[config.mk]
export PLATFORM = sky130hd
export DESIGN_NAME = int_alu
export DESIGN_NICKNAME = d
export VERILOG_FILES = /design/src/rtl/int_alu_pkg.sv /design/src/rtl/int_alu_opsel.sv /design/src/rtl/int_alu_addsub.sv /design/src/rtl/int_alu_logic.sv /design/src/rtl/int_alu_shift.sv /design/src/rtl/int_alu.sv
export SDC_FILE = /design/constraint.sdc
export NUM_CORES = 1
export LEC_CHECK = 0
export BUFFER_PORTS_ARGS = -buffer_cell sky130_fd_sc_hd__buf_2
export CAP_MARGIN = 20
export CORE_ASPECT_RATIO = 0.75
export CORE_MARGIN = 4
export CORE_UTILIZATION = 50
export DETAILED_ROUTE_END_ITERATION = 6
export GPL_TIMING_DRIVEN = 0
export PLACE_DENSITY_LB_ADDON = 0.12
export SLEW_MARGIN = 20
export SYNTH_ARGS = -nofsm -noshare
export SYNTH_HDL_FRONTEND = slang
export SYNTH_SLANG_ARGS = --single-unit
export TNS_END_PERCENT = 100
[constraint.sdc]
create_clock -name vclk -period 4.15
set_input_delay 0.2075 -clock vclk [all_inputs]
set_output_delay 0.2075 -clock vclk [all_outputs]
set_load 0.005 [all_outputs]
[src/rtl/int_alu_pkg.sv]
package int_alu_pkg;

  typedef enum logic [3:0] {
    ALU_ADD  = 4'd0,
    ALU_ADDU = 4'd1,
    ALU_SUB  = 4'd2,
    ALU_SUBU = 4'd3,
    ALU_AND  = 4'd4,
    ALU_OR   = 4'd5,
    ALU_XOR  = 4'd6,
    ALU_NOR  = 4'd7,
    ALU_SLT  = 4'd8,
    ALU_SLTU = 4'd9,
    ALU_SLL  = 4'd10,
    ALU_SRL  = 4'd11,
    ALU_LUI  = 4'd12
  } alu_op_e;

  // Operations whose immediate form zero-extends the immediate.
  function automatic logic op_zero_ext(input logic [3:0] op);
    return (op == ALU_AND) || (op == ALU_OR) || (op == ALU_XOR) || (op == ALU_NOR);
  endfunction

  // Operations that run the adder in subtract mode.
  function automatic logic op_uses_sub(input logic [3:0] op);
    return (op == ALU_SUB) || (op == ALU_SUBU) || (op == ALU_SLT) || (op == ALU_SLTU);
  endfunction

endpackage

[src/rtl/int_alu_opsel.sv]
module int_alu_opsel
  import int_alu_pkg::*;
#(
  parameter int DW = 32,
  parameter int IW = 16
) (
  input  logic [3:0]    op_i,
  input  logic [DW-1:0] b_i,
  input  logic [IW-1:0] imm_i,
  input  logic          imm_sel_i,
  output logic [DW-1:0] b_eff_o
);
  localparam int PAD = DW - IW;

  logic [DW-1:0] imm_sx;
  logic [DW-1:0] imm_zx;

  assign imm_sx = {{PAD{imm_i[IW-1]}}, imm_i};
  assign imm_zx = {{PAD{1'b0}}, imm_i};

  always_comb begin
    if (!imm_sel_i) begin
      b_eff_o = b_i;
    end else if (op_zero_ext(op_i)) begin
      b_eff_o = imm_zx;
    end else begin
      b_eff_o = imm_sx;
    end
  end
endmodule

[src/rtl/int_alu_addsub.sv]
module int_alu_addsub #(
  parameter int DW = 32
) (
  input  logic [DW-1:0] a_i,
  input  logic [DW-1:0] b_i,
  input  logic          sub_i,
  output logic [DW-1:0] sum_o,
  output logic          ovf_o,
  output logic          lt_s_o,
  output logic          lt_u_o
);
  logic [DW-1:0] b_x;
  logic [DW:0]   wide;
  logic          carry;

  assign b_x   = sub_i ? ~b_i : b_i;
  assign wide  = {1'b0, a_i} + {1'b0, b_x} + {{DW{1'b0}}, sub_i};
  assign sum_o = wide[DW-1:0];
  assign carry = wide[DW];

  // Overflow: both addends share a sign that the sum does not.
  assign ovf_o  = (a_i[DW-1] == b_x[DW-1]) && (sum_o[DW-1] != a_i[DW-1]);
  // Signed less-than: sign of difference corrected by overflow.
  assign lt_s_o = sum_o[DW-1] ^ ovf_o;
  // Unsigned less-than: a borrow happened (no carry out of a + ~b + 1).
  assign lt_u_o = ~carry;
endmodule

[src/rtl/int_alu_logic.sv]
module int_alu_logic #(
  parameter int DW = 32
) (
  input  logic [1:0]    fn_i,
  input  logic [DW-1:0] a_i,
  input  logic [DW-1:0] b_i,
  output logic [DW-1:0] y_o
);
  always_comb begin
    unique case (fn_i)
      2'd0:    y_o = a_i & b_i;
      2'd1:    y_o = a_i | b_i;
      2'd2:    y_o = a_i ^ b_i;
      default: y_o = ~(a_i | b_i);
    endcase
  end
endmodule

[src/rtl/int_alu_shift.sv]
module int_alu_shift #(
  parameter int DW = 32,
  localparam int SW = $clog2(DW)
) (
  input  logic [DW-1:0] d_i,
  input  logic [SW-1:0] amt_i,
  input  logic          right_i,
  output logic [DW-1:0] y_o
);
  logic [DW-1:0] d_rev;
  logic [DW-1:0] y_rev;
  logic [DW-1:0] stg [0:SW];

  // Right shifts reuse the left-shift array on the bit-reversed word.
  for (genvar k = 0; k < DW; k++) begin : g_rev
    assign d_rev[k] = d_i[DW-1-k];
    assign y_rev[k] = stg[SW][DW-1-k];
  end

  assign stg[0] = right_i ? d_rev : d_i;

  for (genvar i = 0; i < SW; i++) begin : g_stage
    localparam int SH = 1 << i;
    assign stg[i+1] = amt_i[i] ? {stg[i][DW-1-SH:0], {SH{1'b0}}} : stg[i];
  end

  assign y_o = right_i ? y_rev : stg[SW];
endmodule

[src/rtl/int_alu.sv]
module int_alu
  import int_alu_pkg::*;
#(
  parameter int DW = 32,
  parameter int IW = 16,
  localparam int SW = $clog2(DW)
) (
  input  logic [3:0]    op_i,
  input  logic [DW-1:0] a_i,
  input  logic [DW-1:0] b_i,
  input  logic [IW-1:0] imm_i,
  input  logic          imm_sel_i,
  input  logic [SW-1:0] shamt_i,
  output logic [DW-1:0] result_o,
  output logic          ovf_o
);
  localparam int LOW = DW - IW;

  logic [DW-1:0] b_eff;
  logic [DW-1:0] sum;
  logic          ovf_raw;
  logic          lt_s;
  logic          lt_u;
  logic [DW-1:0] logic_y;
  logic [DW-1:0] shift_y;

  int_alu_opsel #(.DW(DW), .IW(IW)) u_opsel (
    .op_i      (op_i),
    .b_i       (b_i),
    .imm_i     (imm_i),
    .imm_sel_i (imm_sel_i),
    .b_eff_o   (b_eff)
  );

  int_alu_addsub #(.DW(DW)) u_addsub (
    .a_i    (a_i),
    .b_i    (b_eff),
    .sub_i  (op_uses_sub(op_i)),
    .sum_o  (sum),
    .ovf_o  (ovf_raw),
    .lt_s_o (lt_s),
    .lt_u_o (lt_u)
  );

  int_alu_logic #(.DW(DW)) u_logic (
    .fn_i (op_i[1:0]),
    .a_i  (a_i),
    .b_i  (b_eff),
    .y_o  (logic_y)
  );

  int_alu_shift #(.DW(DW)) u_shift (
    .d_i     (b_i),
    .amt_i   (shamt_i),
    .right_i (op_i == ALU_SRL),
    .y_o     (shift_y)
  );

  always_comb begin
    result_o = '0;
    ovf_o    = 1'b0;
    case (op_i)
      ALU_ADD, ALU_SUB: begin
        result_o = sum;
        ovf_o    = ovf_raw;
      end
      ALU_ADDU, ALU_SUBU:               result_o = sum;
      ALU_AND, ALU_OR, ALU_XOR, ALU_NOR: result_o = logic_y;
      ALU_SLT:                          result_o = {{(DW-1){1'b0}}, lt_s};
      ALU_SLTU:                         result_o = {{(DW-1){1'b0}}, lt_u};
      ALU_SLL, ALU_SRL:                 result_o = shift_y;
      ALU_LUI:                          result_o = {imm_i, {LOW{1'b0}}};
      default: begin
        result_o = '0;
        ovf_o    = 1'b0;
      end
    endcase
  end
endmodule

Word level (Yosys, flattened, before mapping):

Index checks and enable logic that the tools add are counted.

* register bits: 0
* input bits: 90
* output and inout bits: 33
* word-level logic and storage cells: 51

* add/subtract/negate cells: 2
* equal/unequal tests: 16
* muxes and demuxes: 13
* bitwise operators: 7
* reductions and logical operators: 13

Operator list (count)
* $mux W32: 10
* $pmux W32 S6: 1
* $pmux W32 S3: 1
* $not A32 Y32: 2
* $add A32 B32 Y33: 1
* $add A33 B1 Y33: 1
* $and A32 B32 Y32: 1
* $or A32 B32 Y32: 1
* $xor A32 B32 Y32: 1
* $eq A4 B4 Y1 const B: 5
* $eq A4 B3 Y1 const B: 4
* $eq A4 B2 Y1 const B: 2
* $reduce_or A4 Y1: 2
* $logic_or A1 B1 Y1: 6
* $eq A4 B1 Y1 const B: 1
* $logic_not A4 Y1: 1
* $reduce_or A2 Y1: 2
* $eq A2 B1 Y1 const B: 1
* $eq A2 B2 Y1 const B: 1
* $logic_not A2 Y1: 1
* $eq A1 B1 Y1: 1
* $logic_and A1 B1 Y1: 1
* $mux W1: 1
* $ne A1 B1 Y1: 1
* other kinds (2): 2

Depth between registers and ports, before layout:

Gate-level depths: netlist of the first run.

* word-level depth: 14
* mapped depth: 17
* depth with buffers taken out: 14

Hierarchy:

Synthesis of the first run repeated with hierarchy kept, for this count alone.

* cells, all modules: 1152
* area total of the unflattened synthesis: 8762.2 µm²

Modules (own cells, without submodules)
* int_alu_shift: times used 1, cells an instance 372, area each 3029.2 µm²
* int_alu_logic: times used 1, cells an instance 306, area each 2242.2 µm²
* int_alu_addsub: times used 1, cells an instance 293, area each 2147.1 µm²
* int_alu: times used 1, cells an instance 123, area each 872.1 µm²
* int_alu_opsel: times used 1, cells an instance 58, area each 471.7 µm²

Worst setup path after synthesis of the first run:

OpenSTA, ideal clock, no wires.

* path type: input to output
* start point: in op_i[2]
* end point: out result_o[25]
* arrival: 3647 ps
* data required time: 3943 ps
* setup slack: 295 ps
* stages on the path: 15
* buffers on the path: 4
* cell sequence: clkbuf_1 buf_1 nor2_1 clkbuf_1 xnor2_1 ha_1 clkbuf_1 a21oi_1 o21ai_0 a41oi_1 o21ai_0 a211o_1 a21oi_1 mux2_2 o221ai_1

* cells in the longest elaborated chain, start to end: 11
* elaborated cells on any way between the ends: 41
* those cells by class: 2 x add/sub; 12 x eq/ne; 12 x mux; 5 x bitwise; 10 x reduce/logical

Ends and longest elaborated chain
* start: declaration: RTL line int_alu.sv:8 `input logic [3:0] op_i,`
* $eq A4 B3 Y1: RTL line int_alu_pkg.sv:21, int_alu.sv:62
* $logic_or A1 B1 Y1 (3 in a row): RTL line int_alu_pkg.sv:21 `return (op == ALU_AND) || (op == ALU_OR) || (op == ALU_XOR) || (op == ALU_NOR);`
* $mux W32: RTL line int_alu_opsel.sv:24 `end else if (op_zero_ext(op_i)) begin`
* $mux W32: RTL line int_alu_opsel.sv:22 `if (!imm_sel_i) begin`
* $not A32 Y32: RTL line int_alu_addsub.sv:16 `assign b_x = sub_i ? ~b_i : b_i;`
* $mux W32: RTL line int_alu_addsub.sv:16
* $add A32 B32 Y33: RTL line int_alu_addsub.sv:17 `assign wide = {1'b0, a_i} + {1'b0, b_x} + {{DW{1'b0}}, sub_i};`
* $add A33 B1 Y33: RTL line int_alu_addsub.sv:17
* $pmux W32 S6 *: RTL line int_alu.sv:62 `case (op_i)`
* end: declaration: RTL line int_alu.sv:14 `output logic [DW-1:0] result_o,`

Every way passes the cells marked *; elsewhere a longest branch is shown, timed or not.

Worst setup path after layout of the first run:

* start point: in op_i[3]
* end point: out result_o[25]

The elaborated chain is that of the path after synthesis.

==> out/qor.txt, run 1 <==
Crit. End Element = primary output
Layout cells sized above 1 = 0.217
Power Dens Cells = 202 nW/um^2
Largest family of logic cells by synthesized area = compound AO/OA/AOI/OAI gates
Internal power = 651 uW
Clock Power Share = 0
Syn Nets = 1,175
ANT cells = 0
CP Launch Type = input pin
Top cells by area, synth = ha_1 (16%), mux2i_1 (12%), xnor2_1 (8.3%), mux4_2 (7.2%), o21ai_0 (5.3%)
Seq cells = 0
Fin util = 0.602
Worst hold start = imm_i[10]
Worst VDD drop = 139 uV
CP Class = in -> out
I/O Buffers = 119
CP Max Fanout = 10
Drt first pass iters = 6
Post-Route WL = 34,200 um
Crit share post-route = 0.994
Chip height = 112 um
Top cell type's share of synthesized area = 0.165
Mapped cell area = 7200 um^2
Least-Margin Pin Slew = 1.01 ns
Slew HR = 0.328
Pwr Total = 1.70 mW
HP Class = in -> out
Most frequent cells in the layout = buf_2 (123), ha_1 (90), inv_1 (73), mux2i_1 (72), nand2_1 (71)
Routability Congestion = 1.08
Synth Instances = 989
Xor/xnor cell area share of the yosys netlist = 0.108
1st-iter DRT viols = 1,576
Critical Path RT = 3.94 ns
Largest net degree at the start of global routing = 13
Vias per inst = 6.82
Storage cell area = 0 um^2
Die span in x = 147 um
Arr. time, crit path = 3.92 ns
Synth Area in Adders = 0.168
Clk_buf instances = 0
Commonest non-fill, non-tap cell in the layout = buf_2
Synth Area in Simple Gates = 0.152
Comb power frac = 1.000
Fill count = 1,337
Worst Hold End = result_o[26]
Min Clock Period, post-route = 4.13 ns
Die area = 16,400 um^2
Post-synthesis mux area share = 0.212
First-pass GRT wire length = 48,900 um
Pleak = 3.80 nW
Average cell area after synthesis = 7.28 um^2
Nets = 1,285
Core Box Area = 13,900 um^2
DRC viols = 0
Global route total overflow = 0
Boundary Pins = 123
Final hold viol count = 0
Sw Pwr = 1.04 mW
Initial antenna violation count = 0
Rows = 37
Final HPWL DP = 28,300 um
Antenna-violating nets left = 0
Via count = 8,817
Outcome = complete, no violations
Vias in the first global route = 7,704
Worst hold slack = 0.871 ns
Fmax = 0.242 GHz
GR Util All Layers = 0.388
Final setup violation count = 0
Final Slew Violations = 0
Post-place setup slack = -1.13 ns
WHS Path Cells = 4
Synth cell types = 63
Post-synthesis sequential area ratio = 0
YS warnings = 0
Worst Setup Slack, final = 0.0243 ns
Initial Util = 0.517
Cell taking the most area after synthesis = ha_1
Sw frac = 0.616
Area delta synth->final = 16.5%
RSZ-0062 raised after global routing = true
Synth Area in Compound Gates = 0.276
Wire per inst = 26.5 um
Seq pwr share = 0
Max-cap violations = 0
cell families after synthesis:
family | after synthesis
buf+inv | 155
xor+xnor | 89
mux | 122
compound gates | 303
fa+ha+maj | 96
simple gates | 224
repair_timing:
action                     in CTS  in global routing
hold buffers                    0                  0
gates resized for setup        45                 60
buffers inserted                3                  1
setup endpoints to repair      30                 14
pin swaps                       2                  7
worst max path at each step:
stage          startpoint           end  slack (ns)  cells past startpoint
2_1_floorplan     op_i[2]  result_o[25]        0.30                     15
3_3_place_gp      op_i[2]   result_o[0]       -1.15                     16
3_5_place_dp      op_i[2]  result_o[17]       -1.13                     16
4_1_cts           op_i[1]  result_o[17]      -0.004                     16
5_1_grt         imm_sel_i  result_o[20]       -0.09                     14
6_report          op_i[3]  result_o[25]        0.02                     18
cell usage after synthesis, drive strengths merged (11+ instances only):
library cell and instances:
nand3 12, mux2 12, ha 95, buf 18, inv 75, mux2i 87
nand2b 11, mux4 23, a211oi 27, nor2 43, nor3 19, xnor2 68
o221ai 11, nor2b 19, xor2 21, nand4 13, o21ai 77, nand2 73
a21oi 61, a22oi 17, a21o 12, clkbuf 62, o22ai 18
stage by stage:
step | std cells | setup TNS [ns] | area [um^2]
detailed placement | 1303 | -18.97 | 8040
floorplan | 989 | 0 | 7200
finish | 1292 | 0 | 8390
CTS | 1303 | -0.00373 | 8190
global placement | 1303 | -18.90 | 8040
global route | 1292 | -0.231 | 8390
power by group through the flow:
stage	clock network, mW	registers (mW)	logic, mW
finish	0	0	1.70
global placement	0	0	1.52
CTS	0	0	1.56
global route	0	0	1.79
detailed placement	0	0	1.52
floorplan	0	0	1.01
final cells by class:
type	count	area, um^2	share of cell area
plain buffers	65	342	0.0407
well taps	195	244	0.0291
repair buffers	123	628	0.0749
multi-input cells	834	6900	0.822
inverters	75	282	0.0336
critical path, cell delays in order:
cell,delay [ns]
clkbuf_4,0.20
clkbuf_8,0.21
nand2b_2,0.20
nand2_1,0.11
nand2_4,0.13
buf_6,0.15
o21ai_2,0.10
xnor2_1,0.29
ha_4,0.28
a21o_1,0.22
o21bai_1,0.16
a41oi_1,0.20
o21ai_0,0.11
a211o_1,0.35
a21oi_2,0.22
mux2_2,0.40
o221ai_2,0.20
buf_2,0.17
metal layers:
metal  part of all wire  vias to the layer above  wire length, um  global-route usage
li1                   -                     3889                -                   -
met1               0.41                     4154            14000               0.562
met2               0.38                      693            13100               0.520
met3               0.17                       81             5960               0.168
met4              0.033                        0             1130              0.0977
met5                  0                        -                0                   0
(Power assumes the default switching activity.)
==> run 2, diff against run 1 <==
--- a/config.mk
+++ b/config.mk
@@ -5,12 +5,12 @@
 export SDC_FILE = /design/constraint.sdc
 export NUM_CORES = 1
 export LEC_CHECK = 0
-export BUFFER_PORTS_ARGS = -buffer_cell sky130_fd_sc_hd__buf_2
 export CAP_MARGIN = 20
 export CORE_ASPECT_RATIO = 0.75
 export CORE_MARGIN = 4
 export CORE_UTILIZATION = 50
 export DETAILED_ROUTE_END_ITERATION = 6
+export DONT_BUFFER_PORTS = 1
 export GPL_TIMING_DRIVEN = 0
 export PLACE_DENSITY_LB_ADDON = 0.12
 export SLEW_MARGIN = 20
==> run 2 against run 1 <==
Effect of this change: design area is 8.6% lower; wire length is 1.8% lower; critical path depth is 4 lower; utilization is 5.2 points lower; worst setup slack worse by 0.017 ns; global-route usage is 0.085 points higher; final cell count is 8.3% lower; non-clock buffer count is 108 lower; sequential share of layout area stayed put; die area stayed put; first-iteration DRC count is 19% lower.
==> out/qor.txt, run 2 (same netlist as run 1, synthesis figures left out) <==
Outcome = complete, no violations
Chip height = 112 um (unchanged)
Critical Path RT = 3.94 ns (about the same)
CP top delay family = compound AO/OA/AOI/OAI gates
Cells after DPL = 1,184 (-9.1%)
Critical Path Max Stage Delay = 0.82 ns (+0.42 ns)
Die area = 16,400 um^2 (unchanged)
Post-route insts no fill = 1,185 (-8.3%)
CP Launch Type = input pin
HP Class = in -> out
CP Max Fanout = 10 (unchanged)
Clk_buf instances = 0 (unchanged)
Storage cell area = 0 um^2 (unchanged)
Fmax = 0.241 GHz (-0.40%)
CP Class = in -> out
Slew HR = 0.266 (-0.0620)
Slowest-stage cell, CP = a222oi_1
Min Clock Period, post-route = 4.14 ns (+0.0166 ns)
Boundary Pins = 123 (unchanged)
Core Box Area = 13,900 um^2 (unchanged)
Drt first pass iters = 6 (unchanged)
DRC viols = 0 (unchanged)
Largest net degree at the start of global routing = 11 (-2)
Die span in x = 147 um (unchanged)
Crit share post-route = 0.998 (+0.00399)
Rows = 37 (unchanged)
I/O Buffers = 0 (-100%)
First-pass GRT wire length = 49,000 um (+0.16%)
Post-Route WL = 33,600 um (-1.8%)
RSZ-0062 raised after global routing = true
Final setup violation count = 0 (unchanged)
Area delta synth->final = 6.43%
Most frequent cells in the layout = ha_1 (95), mux2i_1 (74), inv_1 (73), nand2_1 (72), o21ai_0 (70)
Layout cells sized above 1 = 0.0961 (-0.121)
Seq cells = 0 (unchanged)
Final hold viol count = 0 (unchanged)
Max-cap violations = 0 (unchanged)
Commonest non-fill, non-tap cell in the layout = ha_1
Hold-fix buffers at CTS = 0 (unchanged)
1st-iter DRT viols = 1,283 (-19%)
Vias in the first global route = 7,348 (-4.6%)
Crit-path cells = clkbuf_2 -> clkbuf_4 -> nor2_4 -> clkbuf_8 -> xnor2_1 -> ha_1 -> clkbuf_1 -> and2_1 -> o21ai_0 -> a21oi_1 -> a21oi_1 -> xnor2_1 -> a222oi_1 -> o211ai_1
Final HPWL DP = 28,200 um (-0.47%)
Crit path buf inv count = 4 (unchanged)
Nets = 1,177 (-8.4%)
Arr. time, crit path = 3.93 ns (about the same)
Routability Congestion = 1.11 (+2.4%)
Final Slew Violations = 0 (unchanged)
Global route total overflow = 0 (unchanged)
Wire per inst = 28.3 um (+7.1%)
Fill count = 1,429 (+6.9%)
Initial antenna violation count = 1 (+1)
Vias per inst = 7.00 (+2.6%)
Least-Margin Pin Slew = 1.09 ns (+0.0847 ns)
Antenna-violating nets left = 0 (unchanged)
Crit. End Element = primary output
Via count = 8,297 (-5.9%)
GR Util All Layers = 0.389 (+0.000848)
Initial Util = 0.517 (unchanged)
## run 2: timing repair
item | CTS | global route
endpoints found under the setup margin | 27 | 14
buffers inserted | 0 | 1
pin swaps | 2 | 5
resized for setup | 33 | 37
cloned | 0 | 0
## run 2: layout make-up
| class | count | area (um^2) | share of cell area |
|---|---|---|---|
| Multi-Input combinational cell | 834 | 6760 | 0.881 |
| Buffer | 79 | 375 | 0.0490 |
| Inverter | 75 | 282 | 0.0367 |
| Tap cell | 195 | 244 | 0.0318 |
| Timing Repair Buffer | 1 | 7.51 | 0.000979 |
| Antenna cell | 1 | 2.50 | 0.000326 |
## run 2: metrics by stage
stage | setup slack [ns] | utilization | cell area [um^2] | TNS (ns) | hold slack (ns)
2_1_floorplan | 0.295 | - | 7200 | 0 | 0.547
3_3_place_gp | -0.934 | 0.535 | 7450 | -12.32 | 0.605
3_5_place_dp | -0.892 | 0.535 | 7450 | -11.20 | 0.605
4_1_cts | 0.00422 | 0.541 | 7540 | 0 | 0.605
5_1_grt | -0.0166 | 0.550 | 7660 | -0.0282 | 0.610
6_report | 0.00772 | 0.550 | 7670 | 0 | 0.613
## run 2: path summary, 6_finish.rpt
path / start / end / slack, ns / cells after the start
worst min-delay path: imm_i[10] / result_o[26] / 0.61 / 2
worst max-delay path: op_i[2] / result_o[20] / 0.008 / 14
## run 2: layer usage
layer  GRT usage  vias to the layer above  part of all wire
li1            -                     3674                 -
met1       0.569                     3909              0.42
met2       0.535                      636              0.39
met3       0.150                       76              0.16
met4      0.0827                        2             0.034
met5           0                        -           0.00051
==> run 3, diff against run 2 <==
--- a/config.mk
+++ b/config.mk
@@ -7,7 +7,6 @@
 export LEC_CHECK = 0
 export CAP_MARGIN = 20
 export CORE_ASPECT_RATIO = 0.75
-export CORE_MARGIN = 4
 export CORE_UTILIZATION = 50
 export DETAILED_ROUTE_END_ITERATION = 6
 export DONT_BUFFER_PORTS = 1
@@ -16,5 +15,6 @@
 export SLEW_MARGIN = 20
 export SYNTH_ARGS = -nofsm -noshare
 export SYNTH_HDL_FRONTEND = slang
+export SYNTH_HIERARCHICAL = 1
 export SYNTH_SLANG_ARGS = --single-unit
 export TNS_END_PERCENT = 100
==> constraint.sdc (replaced) <==
create_clock -name vclk -period 5.1
set_input_delay 0.255 -clock vclk [all_inputs]
set_output_delay 0.255 -clock vclk [all_outputs]
set_load 0.005 [all_outputs]
==> run 3 against run 2 <==
Effect of this change: synthesized cell count rose by 16%; wire length rose by 11%; final cell count rose by 17%; flip-flop and latch count did not move; worst hold slack got worse by 0.035 ns; global-route usage rose by 1.2 points; utilization fell by 1.5 points; worst setup slack improved by 0.19 ns.
==> out/qor.txt, run 3 <==
Outcome = complete, no violations
CP Launch Type = input pin
Post-route insts no fill = 1,389 (+17%)
RSZ-0062 raised after global routing = false
Largest family of logic cells by synthesized area = multiplexers
Worst hold slack = 0.578 ns (-0.0347 ns)
Initial antenna violation count = 0 (-1)
Storage cell area = 0 um^2 (unchanged)
Chip height = 117 um (+4.2%)
Syn Nets = 1,338 (+14%)
Die span in x = 155 um (+5.6%)
Power Dens Cells = 154 nW/um^2
Critical Path RT = 4.85 ns (+0.91 ns)
First-pass GRT wire length = 54,300 um (+11%)
Drt first pass iters = 5 (-1)
Number of post-CTS setup repair buffers = 0 (unchanged)
Post-synthesis sequential area ratio = 0 (unchanged)
GR Util All Layers = 0.401 (+0.0123)
Worst VDD drop = 109 uV
CP Max Fanout = 10 (unchanged)
Hold-fix buffers at CTS = 0 (unchanged)
Routability Congestion = 1.04 (-5.8%)
ANT cells = 0 (-1)
Xor/xnor cell area share of the yosys netlist = 0.0610 (-0.0472)
Final setup violation count = 0 (unchanged)
CP Class = in -> out
Pwr Total = 1.40 mW
Min Clock Period, post-route = 4.90 ns
Seq cells = 0 (unchanged)
Wire per inst = 26.9 um (-5.2%)
Slew HR = 0.196 (-0.0695)
YS warnings = 6 (+6)
Rows = 41 (+11%)
Cell taking the most area after synthesis = ha_1
Average cell area after synthesis = 7.61 um^2 (+4.4%)
Global route total overflow = 0 (unchanged)
Cells after DPL = 1,388 (+17%)
Max-cap violations = 0 (unchanged)
Most frequent cells in the layout = nand2_1 (126), ha_1 (95), inv_1 (88), mux2i_1 (86), o21ai_0 (76)
Fmax = 0.204 GHz
Synth Area in Adders = 0.138 (-0.0298)
Worst hold start = op_i[0]
HP Class = in -> out
Arr. time, crit path = 4.65 ns (+0.72 ns)
Vias per inst = 6.80 (-2.9%)
Most frequent cell after synthesis = nand2_1
Nets = 1,341 (+14%)
Worst Hold End = ovf_o
Multi-input logic area = 7890 um^2 (+17%)
Die area = 18,100 um^2 (+10%)
WHS Path Cells = 1 (-1)
Final Slew Violations = 0 (unchanged)
Initial Util = 0.516 (-0.000989)
Antenna-violating nets left = 0 (unchanged)
I/O Buffers = 0 (unchanged)
Boundary Pins = 123 (unchanged)
Crit share post-route = 0.961
Synth cell types = 76 (+21%)
Synth Area in Compound Gates = 0.256 (-0.0198)
Crit. End Element = primary output
DRC viols = 0 (unchanged)
Commonest non-fill, non-tap cell in the layout = nand2_1
Least-Margin Pin Slew = 1.17 ns (+0.0791 ns)
Largest net degree at the start of global routing = 11 (unchanged)
Mapped cell area = 8760 um^2 (+22%)
Core Box Area = 17,000 um^2 (+22%)
1st-iter DRT viols = 1,227 (-4.4%)
Final hold viol count = 0 (unchanged)
Final HPWL DP = 30,600 um (+8.8%)
Post-Route WL = 37,300 um (+11%)
Area delta synth->final = 3.63%
Pleak = 4.23 nW
Top cell type's share of synthesized area = 0.136 (-0.0293)
Top cells by area, synth = ha_1 (14%), mux2i_1 (9.8%), mux4_2 (9.5%), mux2_4 (7.0%), nand2_1 (5.4%)
Post-synthesis mux area share = 0.289 (+0.0778)
Layout cells sized above 1 = 0.146 (+0.0497)
Clk_buf instances = 0 (unchanged)
Most frequent cells after synthesis = nand2_1 (126), ha_1 (95), inv_1 (88)
Synth Instances = 1,152 (+16%)
Fill count = 1,736 (+21%)
Via count = 9,439 (+14%)
Vias in the first global route = 8,582 (+17%)
Synth Area in Simple Gates = 0.155 (+0.00272)
## run 3: report_power, final
part,internal (mW),leakage [nW],total [mW],switching [mW]
registers,0,0,0,0
logic,0.553,4.23,1.40,0.842
clock network,0,0,0,0
## run 3: per-layer routing
metal / track usage / share of wire
met5: 0.0265 / 0.0018
met4: 0.0818 / 0.022
met3: 0.117 / 0.14
met2: 0.581 / 0.40
met1: 0.580 / 0.44
## run 3: worst max path at each step
stage	cells after the start	end	start	slack, ns
floorplan	18	result_o[27]	op_i[3]	0.95
global placement	17	result_o[24]	op_i[3]	-0.28
detailed placement	17	result_o[24]	op_i[3]	-0.34
CTS	17	result_o[0]	op_i[3]	0.03
global route	17	result_o[29]	op_i[3]	0.003
finish	17	result_o[29]	op_i[3]	0.20
## run 3: what timing repair did
item | 4_1_cts | 5_1_grt
endpoints found under the setup margin | 11 | 11
pin swaps | 0 | 0
resized for setup | 4 | 5
## run 3: critical path, stage by stage
cell and delay (ns):
buf_2 0.19, clkbuf_2 0.29, xnor2_1 0.15, nor2_1 0.05
buf_2 0.17, clkbuf_2 0.31, xor2_1 0.25, ha_1 0.38
nand4_1 0.10, o221ai_1 0.45, or4b_1 0.58, a21oi_1 0.43
o31ai_1 0.19, xnor2_1 0.16, mux2i_1 0.22, nor2_1 0.08
a221o_1 0.36
## run 3: area by class of cell
class,count,area share
Multi-Input combinational cell,970,0.869
Buffer,89,0.0598
Inverter,93,0.0384
Timing Repair Buffer,1,0.000551
Tap cell,236,0.0325
## run 3: through the flow
step                      setup WS (ns)   util  TNS, ns  area (um^2)
final                             0.199  0.535        0         9080
after global routing            0.00285  0.535        0         9080
after CTS                        0.0341  0.534        0         9060
after detailed placement         -0.343  0.533    -2.01         9060
after global placement           -0.283  0.533    -1.22         9060
after floorplan                   0.954      -        0         8760
## run 3: logic make-up (layout without fill, tap and decap cells)
kind of cell	Yosys count	after routing
compound gates	339	339
simple gates	290	290
mux	184	184
buf+inv	182	183
fa+ha+maj	96	96
xor+xnor	61	61
